===== src/rtl/shc_pkg.sv =====
package shc_pkg;
  localparam int CTL_LOAD   = 0;
  localparam int CTL_NOAUTO = 1;
  localparam int CTL_TEAR   = 2;
  localparam int CTL_W      = 3;

  typedef struct packed {
    logic tear;
    logic noauto;
    logic load;
  } ctl_t;
endpackage


===== src/rtl/shc_ctrl.sv =====
module shc_ctrl
  import shc_pkg::*;
(
  input  logic             clk,
  input  logic             rst,
  input  logic             ctl_we,
  input  logic [CTL_W-1:0] ctl_wdata,
  input  logic             vblank,
  output logic             copy_en,
  output ctl_t             ctl_q,
  output logic             src_disable
);
  logic load_eff, noauto_eff, tear_eff, commit;

  always_comb begin
    load_eff   = ctl_q.load | (ctl_we & ctl_wdata[CTL_LOAD]);
    noauto_eff = ctl_we ? ctl_wdata[CTL_NOAUTO] : ctl_q.noauto;
    tear_eff   = ctl_q.tear | (ctl_we & ctl_wdata[CTL_TEAR]);
    commit     = vblank & load_eff;
    copy_en    = vblank & (load_eff | ~noauto_eff);
  end

  always_ff @(posedge clk) begin
    if (rst) begin
      ctl_q       <= '0;
      src_disable <= 1'b0;
    end else begin
      ctl_q.load   <= load_eff & ~commit;
      ctl_q.noauto <= noauto_eff;
      ctl_q.tear   <= tear_eff & ~commit;
      src_disable  <= tear_eff & commit;
    end
  end
endmodule


===== src/rtl/shc_bank.sv =====
module shc_bank #(
  parameter int NREG   = 8,
  parameter int DATA_W = 16,
  localparam int IDX_W = (NREG > 1) ? $clog2(NREG) : 1
) (
  input  logic                          clk,
  input  logic                          rst,
  input  logic                          wr_en,
  input  logic [IDX_W-1:0]              wr_idx,
  input  logic [DATA_W-1:0]             wr_data,
  input  logic                          copy_en,
  output logic [NREG-1:0][DATA_W-1:0]   shadow_q,
  output logic [NREG-1:0][DATA_W-1:0]   active_q
);
  for (genvar g = 0; g < NREG; g++) begin : g_word
    logic [DATA_W-1:0] shadow_d;
    always_comb
      shadow_d = (wr_en && wr_idx == IDX_W'(g)) ? wr_data : shadow_q[g];

    always_ff @(posedge clk) begin
      if (rst) begin
        shadow_q[g] <= '0;
        active_q[g] <= '0;
      end else begin
        shadow_q[g] <= shadow_d;
        if (copy_en) active_q[g] <= shadow_d;
      end
    end
  end
endmodule


===== src/rtl/shadow_commit_ctrl.sv =====
module shadow_commit_ctrl
  import shc_pkg::*;
#(
  parameter int NREG   = 8,
  parameter int DATA_W = 16,
  localparam int ADDR_W = $clog2(NREG + 1),
  localparam int IDX_W  = (NREG > 1) ? $clog2(NREG) : 1
) (
  input  logic                   clk,
  input  logic                   rst,
  input  logic                   wr_en,
  input  logic [ADDR_W-1:0]      wr_addr,
  input  logic [DATA_W-1:0]      wr_data,
  input  logic [ADDR_W-1:0]      rd_addr,
  output logic [DATA_W-1:0]      rd_data,
  input  logic                   vblank,
  output logic [NREG*DATA_W-1:0] active_cfg,
  output logic                   commit_pending,
  output logic                   src_disable
);
  logic                        ctl_we, bank_we, copy_en;
  logic [IDX_W-1:0]            wr_idx, rd_idx;
  ctl_t                        ctl_q;
  logic [NREG-1:0][DATA_W-1:0] shadow_q, active_q;

  always_comb begin
    ctl_we  = wr_en && (wr_addr == '0);
    bank_we = wr_en && (wr_addr != '0) && (wr_addr <= ADDR_W'(NREG));
    wr_idx  = IDX_W'(wr_addr - ADDR_W'(1));
    rd_idx  = IDX_W'(rd_addr - ADDR_W'(1));
  end

  shc_ctrl i_ctrl (
    .clk         (clk),
    .rst         (rst),
    .ctl_we      (ctl_we),
    .ctl_wdata   (wr_data[CTL_W-1:0]),
    .vblank      (vblank),
    .copy_en     (copy_en),
    .ctl_q       (ctl_q),
    .src_disable (src_disable)
  );

  shc_bank #(.NREG(NREG), .DATA_W(DATA_W)) i_bank (
    .clk      (clk),
    .rst      (rst),
    .wr_en    (bank_we),
    .wr_idx   (wr_idx),
    .wr_data  (wr_data),
    .copy_en  (copy_en),
    .shadow_q (shadow_q),
    .active_q (active_q)
  );

  always_ff @(posedge clk) begin
    if (rst)
      rd_data <= '0;
    else if (rd_addr == '0)
      rd_data <= DATA_W'(ctl_q);
    else if (rd_addr <= ADDR_W'(NREG))
      rd_data <= shadow_q[rd_idx];
    else
      rd_data <= '0;
  end

  assign active_cfg     = active_q;
  assign commit_pending = ctl_q.load;
endmodule


===== config.mk =====
export PLATFORM = sky130hd
export DESIGN_NAME = shadow_commit_ctrl
export DESIGN_NICKNAME = d
export VERILOG_FILES = /design/src/rtl/shc_pkg.sv /design/src/rtl/shc_ctrl.sv /design/src/rtl/shc_bank.sv /design/src/rtl/shadow_commit_ctrl.sv
export SDC_FILE = /design/constraint.sdc
export NUM_CORES = 1
export LEC_CHECK = 0
export ABC_AREA = 1
export BUFFER_PORTS_ARGS = -buffer_cell sky130_fd_sc_hd__buf_2
export CAP_MARGIN = 15
export CORE_MARGIN = 3
export CORE_UTILIZATION = 33
export CTS_CLUSTER_SIZE = 20
export DETAILED_ROUTE_END_ITERATION = 8
export GPL_ROUTABILITY_DRIVEN = 0
export PLACE_DENSITY = 0.51
export SYNTH_ARGS = -nofsm -noshare
export SYNTH_HDL_FRONTEND = slang
export SYNTH_SLANG_ARGS = --single-unit
export TNS_END_PERCENT = 20

===== constraint.sdc =====
create_clock -name clk -period 5.3 [get_ports clk]
set_input_delay 0.53 -clock clk [delete_from_list [all_inputs] [get_ports clk]]
set_output_delay 0.53 -clock clk [all_outputs]
set_load 0.1 [all_outputs]

==> results of run 1 <==
==> flip-flops by register name (all words and copies together) (netlist names) <==
register            count
i_ctrl.ctl_q            3
i_ctrl.src_disable      1
i_bank.active_q       128
i_bank.shadow_q       128
rd_data                16
==> metal layers <==
layer	global-route usage	wire length [µm]
met1	0.322	21000
met2	0.365	20900
met3	0.0452	3620
met4	0.0750	1500
met5	0	0
==> cells in the mapped netlist, types with 2 or more instances <==
cell	count
buf_1	8
o22ai_1	6
o211a_1	6
inv_2	3
nand3_1	134
o21ai_0	85
nor2_1	349
buf_4	9
o211ai_1	9
dfxtp_1	276
inv_1	124
nand3b_1	16
nand2_1	411
nand4_1	100
a21oi_1	145
ha_1	2
nor2_4	2
buf_2	41
clkbuf_1	91
nand3_2	2
==> critical path: cells and delay by family <==
| family | cells | cell delay, ns |
|---|---|---|
| AND/OR/NAND/NOR | 8 | 1.74 |
| buffers and inverters | 2 | 0.66 |
==> logic make-up (layout without fill, tap and decap cells) <==
group	after synthesis	in the layout	share of synthesized area
AND/OR/NAND/NOR	1014	1014	0.349
buffers and inverters	277	383	0.0911
flip-flops	276	276	0.448
AO/OA/AOI/OAI	254	254	0.109
adder cells (fa/ha/maj)	2	2	0.00203
XOR/XNOR	1	1	0.000710
other	0	1	0
==> cell usage in the layout, fill, tap and decap left out, types with 9 or more instances in the layout <==
cell type    n
dfxtp_1    276
clkbuf_1    12
buf_2      172
o21ai_0     85
nand3_1    133
inv_1      123
nand2_1    409
clkbuf_16   35
buf_4       22
o211ai_1     9
a21oi_1    145
nor2_1     348
nand4_1    100
nand3b_1    16
==> power groups by stage <==
stage | clock, mW | combinational [mW] | sequential [mW]
6_report | 2.21 | 1.12 | 2.20
5_1_grt | 2.33 | 1.19 | 2.21
4_1_cts | 2.26 | 1.12 | 2.21
3_5_place_dp | 0 | 1.11 | 2.25
3_3_place_gp | 0 | 1.11 | 2.25
2_1_floorplan | 0 | 0.379 | 2.73
==> final cells by class <==
type                    count  area share
multi-input cells        1271       0.397
well taps                 468      0.0405
clock inverters             5     0.00243
repair buffers            197      0.0749
flip-flops and latches    276       0.383
clock buffers              53      0.0695
diodes                      1    0.000173
inverters                 128      0.0334
==> how the worst max path moves through the flow <==
| stage | from | end | slack [ns] | depth (start not counted) |
|---|---|---|---|---|
| 3_3_place_gp | wr_addr[1] | i_bank.active_q[106] | 2.34 | 8 |
| 3_5_place_dp | wr_addr[1] | i_bank.active_q[110] | 2.29 | 10 |
| 4_1_cts | wr_addr[1] | i_bank.active_q[110] | 2.83 | 10 |
| 2_1_floorplan | rd_addr[0] | rd_data[10] | 3.19 | 9 |
| 5_1_grt | wr_addr[1] | i_bank.active_q[110] | 2.58 | 10 |
| 6_report | wr_addr[1] | i_bank.active_q[110] | 2.74 | 10 |
==> per-stage QoR <==
step	power, mW	util	setup WS (ns)	cells	hold slack (ns)
6_report	5.53	0.394	2.74	2399	0.286
5_1_grt	5.73	0.393	2.58	2398	0.301
4_1_cts	5.58	0.393	2.83	2397	0.276
3_5_place_dp	3.36	0.365	2.29	2339	0.470
3_3_place_gp	3.36	0.365	2.34	2339	0.466
2_1_floorplan	3.11	-	3.19	1824	0.440
==> run summary, run 1 <==
Reg clk slew, reported paths: 0.06 ns
Area Overhead vs Synth: 17.0%
Crit path top cell by count: nand2_1
Total grt overflow: 0
GRT Resource Usage Total: 0.232
Status: finished, final reports clean
Crit-path max FO: 39
Core Box Area: 36700 µm²
Hold Path End: i_ctrl.ctl_q[0]
CP Cell Sequence: buf_2, nor2_4, nand2_1, nand2_2, buf_4, nand3_2, nand2_1, nand2_1, nor2_1, nor2_1
Post-CTS setup buffers: 0
FP Rows: 70
Post-DRT Antenna Nets: 0
Hold Vio Cnt, Final: 0
Critical path endpoint category: register
I/O Buffers: 173
Logic pwr share: 0.202
Main flop type after synthesis: dfxtp_1
Drt via density: 5.17
Largest stage delay, worst path: 0.53 ns
Initial antenna violation count: 1
Layout cell share with drive strength beyond 1: 0.133
I/O pins: 174
FF+latch area: 5530 µm²
Syn Std Cell Area: 12300 µm²
Synth area leaders: dfxtp_1, nand2_1, nor2_1
Filler cells: 3901
Seq/Total Area, Yosys: 0.448
R2r endpoint: i_bank.active_q[15]
Placed Area: 13400 µm²
R2R Setup Slk: 2.99 ns
Static Leak: 7.02 nW
CTS tree: built
Maximum clock path buffer count: 3
Vias in the first global route: 11600
CTS buffer count: 34
Clk pwr share: 0.400
H-tree levels: 2
Reg power frac: 0.398
Worst-Margin Slew: 0.923 ns
Clock Root Buffer: clkbuf_16
Layout Skew: 0.0211 ns
Sw frac: 0.339
Reg-to-Reg Start: i_ctrl.ctl_q[0]
Hold path startpoint: vblank
Drt first pass iters: 6
Die Ht: 199 µm
Clk sink count: 276
Die W: 199 µm
Hold Crit Depth: 2
Worst VDD drop: 0.210 mV
Cells after synthesis: 1824
Vias after detailed routing: 12400
Top cell type's share of synthesized area: 0.448
Yosys top cell by area: dfxtp_1
Final wirelength: 47.1 mm
Nets: 1938
Setup CP Type: input pin to register
DRC errors left: 0
Post-synth EDFFs: 0
RSZ-0062 raised after global routing: false
Syn avg cell area: 6.77 µm²
Fin crit period: 2.56 ns
WP data arrival: 2.97 ns
TNS Setup: 0 ns
Syn_nets: 1854
Worst path slowest cell: buf_4
DP HPWL: 30.3 mm
Number of max-cap violations: 0
Peak Freq: 391 MHz
Multi-input combinational cell area: 5730 µm²
Final setup vio count: 0
CP Launch Type: input pin
Period utilization: 0.482
Resize count post-CTS: 0
Average wire per standard cell: 19.6 µm
Worst Path Required: 5.71 ns
Register bit total from synthesis: 276
Iteration-0 DRC Markers: 1191
PwrDens: 383 nW/µm²
Synth warn: 0
Asr flop ratio synth: 0
Slew Viols, Final: 0
Cts hold-fix bufs: 0
Worst Reg2Reg Path Length in Cells: 7
Pin count of the biggest net entering global routing: 119
Slew headroom: 0.384
Worst skew pair latency: 0.52 ns
DIE AREA: 39800 µm²
First-pass GRT wire length: 70.5 mm
Net Sw Power: 1.87 mW
Internal Power: 3.66 mW
Starting Density: 0.336
HP Class: input pin to register
Design Area, Final: 14400 µm²
Yosys cell types: 25
(Power assumes the default switching activity.)
==> run 2: changes to the inputs <==
--- a/config.mk
+++ b/config.mk
@@ -5,7 +5,7 @@
 export SDC_FILE = /design/constraint.sdc
 export NUM_CORES = 1
 export LEC_CHECK = 0
-export ABC_AREA = 1
+export ABC_AREA = 0
 export BUFFER_PORTS_ARGS = -buffer_cell sky130_fd_sc_hd__buf_2
 export CAP_MARGIN = 15
 export CORE_MARGIN = 3
@@ -13,7 +13,7 @@
 export CTS_CLUSTER_SIZE = 20
 export DETAILED_ROUTE_END_ITERATION = 8
 export GPL_ROUTABILITY_DRIVEN = 0
-export PLACE_DENSITY = 0.51
+export PLACE_DENSITY = 0.53
 export SYNTH_ARGS = -nofsm -noshare
 export SYNTH_HDL_FRONTEND = slang
 export SYNTH_SLANG_ARGS = --single-unit
==> constraint.sdc (replaced) <==
create_clock -name clk -period 2.25 [get_ports clk]
set_input_delay 0.225 -clock clk [delete_from_list [all_inputs] [get_ports clk]]
set_output_delay 0.225 -clock clk [all_outputs]
set_load 0.1 [all_outputs]
==> run summary, run 2 <==
Top cell type's share of synthesized area: 0.460
DRC errors left: 0
GRT Resource Usage Total: 0.204
Syn_nets: 1185
Commonest non-fill, non-tap cell in the layout: dfxtp_1
HP Class: input pin to register
Syn Std Cell Area: 12000 µm²
Post-CTS setup buffers: 0
Starting Density: 0.336
Fin crit period: 1.92 ns
Core Box Area: 35700 µm²
Top-count cell post-synth: dfxtp_1
H-tree levels: 1
Vias in the first global route: 8974
Final wirelength: 40.8 mm
Reg power frac: 0.447
Vias after detailed routing: 9399
Worst skew pair latency: 0.55 ns
Slew headroom: 0.531
Status: finished, final reports clean
Yosys top cell by area: dfxtp_1
DIE AREA: 38700 µm²
PwrDens: 777 nW/µm²
Pre-CTS WS: 0.218 ns
Total grt overflow: 0
CP Launch Type: register
Clock Root Buffer: clkbuf_16
Setup ws final: 0.329 ns
Iteration-0 DRC Markers: 1120
Synth area leaders: dfxtp_1, mux2_4, nor2b_1
RSZ-0062 raised after global routing: false
CTS tree: built
Worst path slowest cell: dfxtp_1
Net Sw Power: 2.80 mW
Largest stage delay, worst path: 0.39 ns
TNS Setup: 0 ns
Synth warn: 0
Internal Power: 8.34 mW
Reg-to-Reg Start: i_ctrl.ctl_q[0]
Slew Viols, Final: 0
Setup CP Type: register to register
Die W: 197 µm
Pin count of the biggest net entering global routing: 83
Post-synth EDFFs: 0
Peak Freq: 521 MHz
Period utilization: 0.854
I/O Buffers: 173
Die Ht: 197 µm
Crit-path max FO: 27
Number of max-cap violations: 0
Register bit total from synthesis: 276
FP Rows: 69
Worst-Margin Slew: 0.703 ns
Hold Vio Cnt, Final: 0
Layout Skew: 0.0138 ns
Sw frac: 0.251
Hold path startpoint: wr_data[15]
Syn avg cell area: 10.4 µm²
Final setup vio count: 0
Clk pwr share: 0.463
Cells after synthesis: 1155
Reg clk slew, reported paths: 0.06 ns
Drt via density: 5.35
Average wire per standard cell: 23.2 µm
Nets: 1303
WP data arrival: 2.35 ns
Yosys cell types: 33
Static Leak: 5.79 nW
Crit path top cell by count: buf_12
Drt first pass iters: 5
Initial antenna violation count: 3
Maximum clock path buffer count: 3
Synth cell count leaders: dfxtp_1, a21oi_1, nor2b_1
Top Registers: i_bank.active_q (128), i_bank.shadow_q (128), rd_data (16)
Clk sink count: 276
DP HPWL: 27.6 mm
CP Cell Sequence: or2_2, o221ai_4, buf_12, buf_12, mux2_4
Logic pwr share: 0.090
Crit. Startpoint: i_ctrl.ctl_q[0]
I/O pins: 174
Main flop type after synthesis: dfxtp_1
First-pass GRT wire length: 60.9 mm
Area Overhead vs Synth: 19.3%
Post-DRT Antenna Nets: 0
Seq/Total Area, Yosys: 0.460
Worst VDD drop: 0.536 mV
CTS buffer count: 30
Layout cell share with drive strength beyond 1: 0.328
Asr flop ratio synth: 0
Most frequent cells in the layout: dfxtp_1, buf_2, a21oi_1
Critical path endpoint category: register
Worst Path Required: 2.68 ns
==> run 2: cell types whose count changed in the layout (fill, tap and decap cells not counted), sizes merged, moves of 11 or more <==
cell    previous run  this run
nor2b              0       132
mux4               0        32
nand2            411        29
nand3b            16         2
mux2               0       128
inv              128         2
nand4            100         0
nor2             351         1
buf              197       208
o21ai             85       132
==> run 2: layout make-up <==
| class | count | area, µm² |
|---|---|---|
| Fill cell | 3540 | 21400 |
| Multi-Input combinational cell | 753 | 5840 |
| Sequential cell | 276 | 5530 |
| Timing Repair Buffer | 210 | 1340 |
| Clock buffer | 43 | 901 |
| Tap cell | 461 | 577 |
| Clock inverter | 11 | 138 |
| Inverter | 2 | 7.51 |
| Antenna cell | 1 | 2.50 |
==> run 2: power by group through the flow <==
stage	Clock, mW	Sequential, mW	Combinational, mW
2_1_floorplan	0	5.25	0.555
3_3_place_gp	0	5.08	0.999
3_5_place_dp	0	5.08	1.00
4_1_cts	5.23	4.97	1.01
5_1_grt	5.42	4.98	1.06
6_report	5.16	4.97	1.01
==> run 2: path summary, 6_finish.rpt <==
| check | end | slack [ns] | depth (start not counted) |
|---|---|---|---|
| max | i_bank.active_q[72] | 0.33 | 5 |
| min | i_bank.shadow_q[95] | 0.02 | 3 |
| max reg2reg | i_bank.active_q[72] | 0.33 | 5 |
| min reg2reg | rd_data[2] | 0.50 | 2 |
==> run 2: stage by stage <==
stage                     hold WS (ns)  cells  total power, mW  area (µm²)   util
after floorplan                  0.302   1155             5.80       12000      -
after global placement           0.474   1701             6.08       13300  0.372
after detailed placement         0.484   1701             6.08       13300  0.372
after CTS                      0.00578   1756             11.2       14300  0.401
after global routing            0.0200   1757             11.5       14300  0.401
final                           0.0225   1757             11.1       14300  0.401
==> run 2: cells by family (layout without fill, tap and decap cells) <==
logic type | count (synthesis) | after routing | synth area share
other cells | 0 | 1 | 0
fa+ha+maj | 2 | 2 | 0.00208
compound gates | 277 | 277 | 0.117
buf+inv | 126 | 266 | 0.0561
mux | 163 | 163 | 0.220
simple gates | 308 | 308 | 0.143
xor+xnor | 3 | 3 | 0.00219
flops | 276 | 276 | 0.460
==> run 2: metal layers <==
layer	track usage	wire length (µm)	vias up
met2	0.295	17200	454
met4	0.0401	658	2
met5	0	13	-
met1	0.314	19200	4630
met3	0.0443	3790	42
li1	-	-	4271
==> run 2: what timing repair did <==
action	4_1_cts	5_1_grt
hold endpoints to repair	1	0
hold buffers	1	0
resized for setup	0	0
==> run 2: critical path: cells and delay by family, from the launching register on <==
kind	cells	cell delay [ns]
compound gates	1	0.21
buf+inv	2	0.50
flops	1	0.39
mux	1	0.32
simple gates	1	0.33
